File: src/rtl/lsclk_select.sv
module lsclk_select #(
  parameter int unsigned AW = 8,
  parameter int unsigned DW = 32,
  parameter int unsigned PW = 5,
  parameter int unsigned KW = 16,
  parameter logic [KW-1:0] KEY = 16'h16AA,
  parameter logic [AW-1:0] OFF_CTRL = 8'h00,
  parameter logic [AW-1:0] OFF_PRE  = 8'h08,
  parameter logic [AW-1:0] OFF_GATE = 8'h60
) (
  input  logic          clk,
  input  logic          rst_n,
  input  logic          bus_wr,
  input  logic [AW-1:0] bus_addr,
  input  logic [DW-1:0] bus_wdata,
  output logic [DW-1:0] bus_rdata,
  input  logic          int_tick,
  input  logic          ext_tick,
  output logic          lsclk_tick,
  output logic          lsclk_out_tick
);

  logic          src_q, gate_q;
  logic [PW-1:0] pre_q, cnt_q;

  wire key_ok  = bus_wdata[DW-1 -: KW] == KEY;
  wire ctrl_wr = bus_wr && bus_addr == OFF_CTRL && key_ok;
  wire pre_wr  = bus_wr && bus_addr == OFF_PRE;
  wire gate_wr = bus_wr && bus_addr == OFF_GATE;
  wire restart = (pre_wr && bus_wdata[PW-1:0] != pre_q) ||
                 (ctrl_wr && bus_wdata[0] != src_q);
  wire wrap    = cnt_q == pre_q;

  assign lsclk_tick     = src_q ? ext_tick : (int_tick && wrap);
  assign lsclk_out_tick = lsclk_tick && gate_q;

  always_ff @(posedge clk or negedge rst_n) begin
    if (!rst_n) begin
      src_q  <= 1'b0;
      gate_q <= 1'b0;
      pre_q  <= '0;
    end else begin
      if (ctrl_wr) src_q  <= bus_wdata[0];
      if (gate_wr) gate_q <= bus_wdata[0];
      if (pre_wr)  pre_q  <= bus_wdata[PW-1:0];
    end
  end

  always_ff @(posedge clk or negedge rst_n) begin
    if (!rst_n)                 cnt_q <= '0;
    else if (restart)           cnt_q <= '0;
    else if (!src_q && int_tick) cnt_q <= wrap ? '0 : cnt_q + 1'b1;
  end

  always_comb begin
    bus_rdata = '0;
    case (bus_addr)
      OFF_CTRL: bus_rdata[0]      = src_q;
      OFF_PRE:  bus_rdata[PW-1:0] = pre_q;
      OFF_GATE: bus_rdata[0]      = gate_q;
      default:  bus_rdata = '0;
    endcase
  end

  p_key_guard_r2: assert property (@(posedge clk) disable iff (!rst_n)
    (bus_wr && bus_addr == OFF_CTRL && bus_wdata[DW-1 -: KW] != KEY) |=> $stable(src_q));

  p_cnt_bound_r4: assert property (@(posedge clk) disable iff (!rst_n)
    cnt_q <= pre_q);

  p_int_src_r4: assert property (@(posedge clk) disable iff (!rst_n)
    (!src_q && lsclk_tick) |-> int_tick);

  p_gate_closed_r6: assert property (@(posedge clk) disable iff (!rst_n)
    lsclk_out_tick |-> (gate_q && lsclk_tick));

  p_restart_r7: assert property (@(posedge clk) disable iff (!rst_n)
    (pre_wr && bus_wdata[PW-1:0] != pre_q) |=> cnt_q == '0);

  p_unmapped_r8: assert property (@(posedge clk) disable iff (!rst_n)
    (bus_wr && bus_addr != OFF_CTRL && bus_addr != OFF_PRE && bus_addr != OFF_GATE)
    |=> ($stable(src_q) && $stable(pre_q) && $stable(gate_q)));

endmodule

File: config.mk
export PLATFORM = sky130hd
export DESIGN_NAME = lsclk_select
export DESIGN_NICKNAME = d
export VERILOG_FILES = /design/src/rtl/lsclk_select.sv
export SDC_FILE = /design/constraint.sdc
export NUM_CORES = 1
export LEC_CHECK = 0
export BUFFER_PORTS_ARGS = -buffer_cell sky130_fd_sc_hd__buf_2
export CORE_MARGIN = 2
export CORE_UTILIZATION = 36
export DETAILED_ROUTE_END_ITERATION = 16
export PLACE_DENSITY = 0.74
export SETUP_SLACK_MARGIN = 0.05
export SLEW_MARGIN = 20
export SYNTH_ARGS = -nofsm -noshare
export SYNTH_HDL_FRONTEND = slang
export SYNTH_SLANG_ARGS = --single-unit
File: constraint.sdc
create_clock -name clk -period 1.6 [get_ports clk]
set_input_delay 0.48 -clock clk [delete_from_list [all_inputs] [get_ports clk]]
set_output_delay 0.48 -clock clk [all_outputs]
set_load 0.1 [all_outputs]
Word level (Yosys, flattened, before mapping)
Index checks and enable logic that the tools add are counted.

Reductions and logical operators: 13. Equality and inequality tests: 6. Muxes and demuxes: 6. $add $sub $neg: 1.

Operators by type and width (number): == test 16 x 13 -> 1 bit (second input constant) (1); two-way mux 5 bit (3); logical AND 1 bit (9); == test 8 x 4 -> 1 bit (second input constant) (1); == test 8 x 7 -> 1 bit (second input constant) (1); zero test 8 bit (1); adder 5 x 1 -> 5 bit (second input constant) (1); == test 5 bit (1); != test 5 bit (1); two-way mux 4 bit (1); case mux 1 bit (3 select lines) (1); nonzero test 2 bit (1); zero test 1 bit (1); logical OR 1 bit (1); two-way mux 1 bit (1); != test 1 bit (1).

Logic and storage cells: 30. Register bits: 12. Output and inout port bits: 34.

Longest topological paths before layout
Word-level depth: 6. Mapped depth: 4.

Worst setup path before layout
OpenSTA, ideal clock, no wires.

Path type: in2out. From: input bus_addr[4]. To: output bus_rdata[1]. Required time: 1.120 ns. Path buffers: 0. Cell stages on the path: 3. Arrival time: 1.827 ns. Path slack: -0.707 ns. Cell sequence: nor4_4 > and3_2 > and2_1.

Word-level cells in the longest chain between the ends: 2.

RTL lines: from (decl) (RTL line 14) `input logic [AW-1:0] bus_addr,`; == test 8 x 4 -> 1 bit (RTL line 57) `case (bus_addr)`; two-way mux 4 bit (RTL line 57); to (decl) (RTL line 16) `output logic [DW-1:0] bus_rdata,`.

No other way between the ends.

Worst setup path in the final report
From: register pre_q[1]. To: output lsclk_tick.

Word-level cells in the longest chain between the ends: 3.

RTL lines: from (decl) (RTL line 24) `logic [PW-1:0] pre_q, cnt_q;`; from (signal assigned) (RTL line 45) `if (pre_wr) pre_q <= bus_wdata[PW-1:0];`; == test 5 bit (RTL line 32) `wire wrap = cnt_q == pre_q;`; logical AND 1 bit (RTL line 34) `assign lsclk_tick = src_q ? ext_tick : (int_tick && wrap);`; two-way mux 1 bit (RTL line 34); to (decl) (RTL line 19) `output logic lsclk_tick,`.

No other way between the ends.

==> results.toml <==
[power]
finalPower_mw = 1.60
p_leak_nw = 0.922
power_density_nw_per_um2 = 876
ir_drop_uv = 773

[drt]
drt-total-wl_mm = 3.26
postRouteAntennaNets = 0
drt-initial-drc-count = 18
drtPass1Iterations = 4
drc = 0
post_drt_via_cell_ratio = 4.76
wl_per_cell_um = 15.3
vias = 1013

[finish]
multi_input_area_um2 = 870
syn2layout_area_growth_pct = 74.0
n_fill_cell = 190
final_nets = 230
diodes = 0
final_core_util_pct = 66.2
drive_above_1_share_pct = 57.7
ff_latch_area_um2 = 300
stdcell_area_um2 = 1830

[die]
rows = 19
die_y_um = 58
num_io_pins = 79
coreArea_um2 = 2760
fp.dieArea_um2 = 3360
die_w_um = 58
start_util_pct = 38.1

[synthesis]
synth-seq-cells = 12
synth_ff_type = "dfrtp_1"
yosysMostFrequentCell = "buf_4"
syn_area_um2 = 1050
netlist_instances = 111
synthTopCellsByCount = "buf_4 (27), dfrtp_1 (12), nand2_1 (8)"
synthArstFlopShare_pct = 100
synth_top_area_share_pct = 28.6
post-synth-top-area-cell = "dfrtp_1"
synthTopCellsByArea = "dfrtp_1 (29%), buf_4 (19%), xnor2_1 (5.8%)"
ys.warnings.count = 0
yosysSeqAreaShare_pct = 28.6
syn_area_per_cell_um2 = 9.46
synth_edf_count = 0
synth_cell_types = 32

[grt]
grt_pass1_vias = 1041
grt_pass1_wl_mm = 4.71
antenna_found_initial = 0
grt.total_usage_pct = 18.6
overflow = 0
grt_max_degree = 13

[clock_tree]
cts_made_buffers = 3
cts-root-buf = "clkbuf_4"
cts_buffer_depth = 2
clk_latency_ns = 0.28
clkTransAtPathRegs_ns = 0.07
h-tree-depth = 1
holdBufCountCts = 0
cts_tree = "done"
cts_sinks = 12

[worst_setup_path]
cp_slowest_cell = "dfrtp_1"
end_kind = "output pin"
crit_type = "reg -> out"
required_ns = 1.12
cp_cell_sequence = "xnor2_1 > nand2_1 > nor3_4 > or2_4 > buf_12"
cp.arrival_ns = 1.61
critPathLaunchType = "register"
critPathMaxStageDelay_ns = 0.41
path_max_fanout = 3

[sta]
setup_tns_ns = -3.19
timing.final.crit_share_pct = 131
rsz0062_at_grt = "true"
final.setup_skew_ns = 0.00933
finalCriticalPeriod_ns = 2.09
drv_slew = 0
finalHoldViolations = 0
worst_slack_ns = -0.490
fmax_ghz = 0.478
setup_violations = 13

[placed_design]
place_area_um2 = 1530
pre_cts_slack_ns = -0.462
io_buffer_count = 40
dp_hpwl_mm = 2.29
globalplace.congestion = 0.747

[run_status]
status = "complete, but fails checks"
violations = "negative setup slack"

[flow_run]
drv_cap = 0

[worst_hold_path]
hold_class = "in -> async"
cell type report:
type,instances,area share (%)
well taps,31,2.12
clock buffers,3,1.23
repair buffers,69,32.6
flip-flops and latches,12,16.4
multi-input cells,98,47.6
layer usage:
metal  track usage, %  part of all wire, %  vias to the layer above
met5                0                    0                        -
met4             7.64                  2.9                        0
met3             2.23                  3.9                       11
met2             35.2                   58                       44
met1             20.7                   35                      478
li1                 -                    -                      480
registers in the layout, summed over array words and instances, names as in the netlist:
signal,cells
cnt_q,5
gate_q,1
pre_q,5
src_q,1
path summary, 6_finish.rpt:
check                                  endpoint  slack (ns)  cells past startpoint                  from
max                                  lsclk_tick       -0.49                      5  pre_q[1]$_DFFE_PN0P_
min                        pre_q[1]$_DFFE_PN0P_        0.06                      1                 rst_n
max reg2reg                cnt_q[2]$_DFFE_PN0P_       -0.08                      7  pre_q[4]$_DFFE_PN0P_
min reg2reg                  gate_q$_DFFE_PN0P_        0.61                      1    gate_q$_DFFE_PN0P_
max in group asynchronous  pre_q[4]$_DFFE_PN0P_        1.31                      1                 rst_n
min in group clk           pre_q[1]$_DFFE_PN0P_        0.46                      2          bus_wdata[1]
cell families (layout without fill, tap and decap cells):
| family | after synthesis | count (layout) | synth area share (%) |
|---|---|---|---|
| and+or+nand+nor | 42 | 42 | 26.6 |
| adders and majority gates | 1 | 1 | 1.19 |
| DFF | 12 | 12 | 28.6 |
| AOI/OAI and AO/OA | 7 | 7 | 4.77 |
| xor gates and xnor gates | 14 | 14 | 11.7 |
| buffers and inverters | 27 | 72 | 19.3 |
| muxes | 7 | 7 | 7.51 |
| other | 1 | 27 | 0.357 |
repair_timing:
action,CTS,global route
endpoints found under the setup margin,12,18
buffers inserted,5,3
pin swaps,21,19
resized for setup,30,10
layout by cell type, fill, tap and decap left out, types with 2 or more instances in the layout:
cell type / n
conb_1: 27
buf_2: 27
buf_4: 23
dfrtp_1: 12
buf_6: 10
buf_12: 8
xnor2_1: 7
xor2_1: 7
nor4_4: 6
nand2_1: 6
nor2_1: 4
and2_4: 4
nand4_1: 3
mux2_4: 3
mux2_2: 3
clkbuf_4: 3
nand2_4: 2
power breakdown:
part / leakage, nW / switching (mW) / internal [mW] / total [mW]
sequential: 0.164 / 0.0306 / 0.345 / 0.376
combinational: 0.745 / 0.665 / 0.376 / 1.04
clock: 0.0138 / 0.0964 / 0.0873 / 0.184
total: 0.922 / 0.792 / 0.809 / 1.60
critical path: cells and delay by family (launching register included):
kind                      cells  cell delay (ns)
xor gates and xnor gates      1             0.18
and+or+nand+nor               3             0.57
DFF                           1             0.41
buffers and inverters         1             0.17
metrics by stage:
step,cells,hold slack (ns)
2_1_floorplan,137,0.184
3_3_place_gp,203,0.362
3_5_place_dp,203,0.371
4_1_cts,211,0.0813
5_1_grt,213,0.0786
6_report,213,0.0629
(Power assumes the default switching activity.)
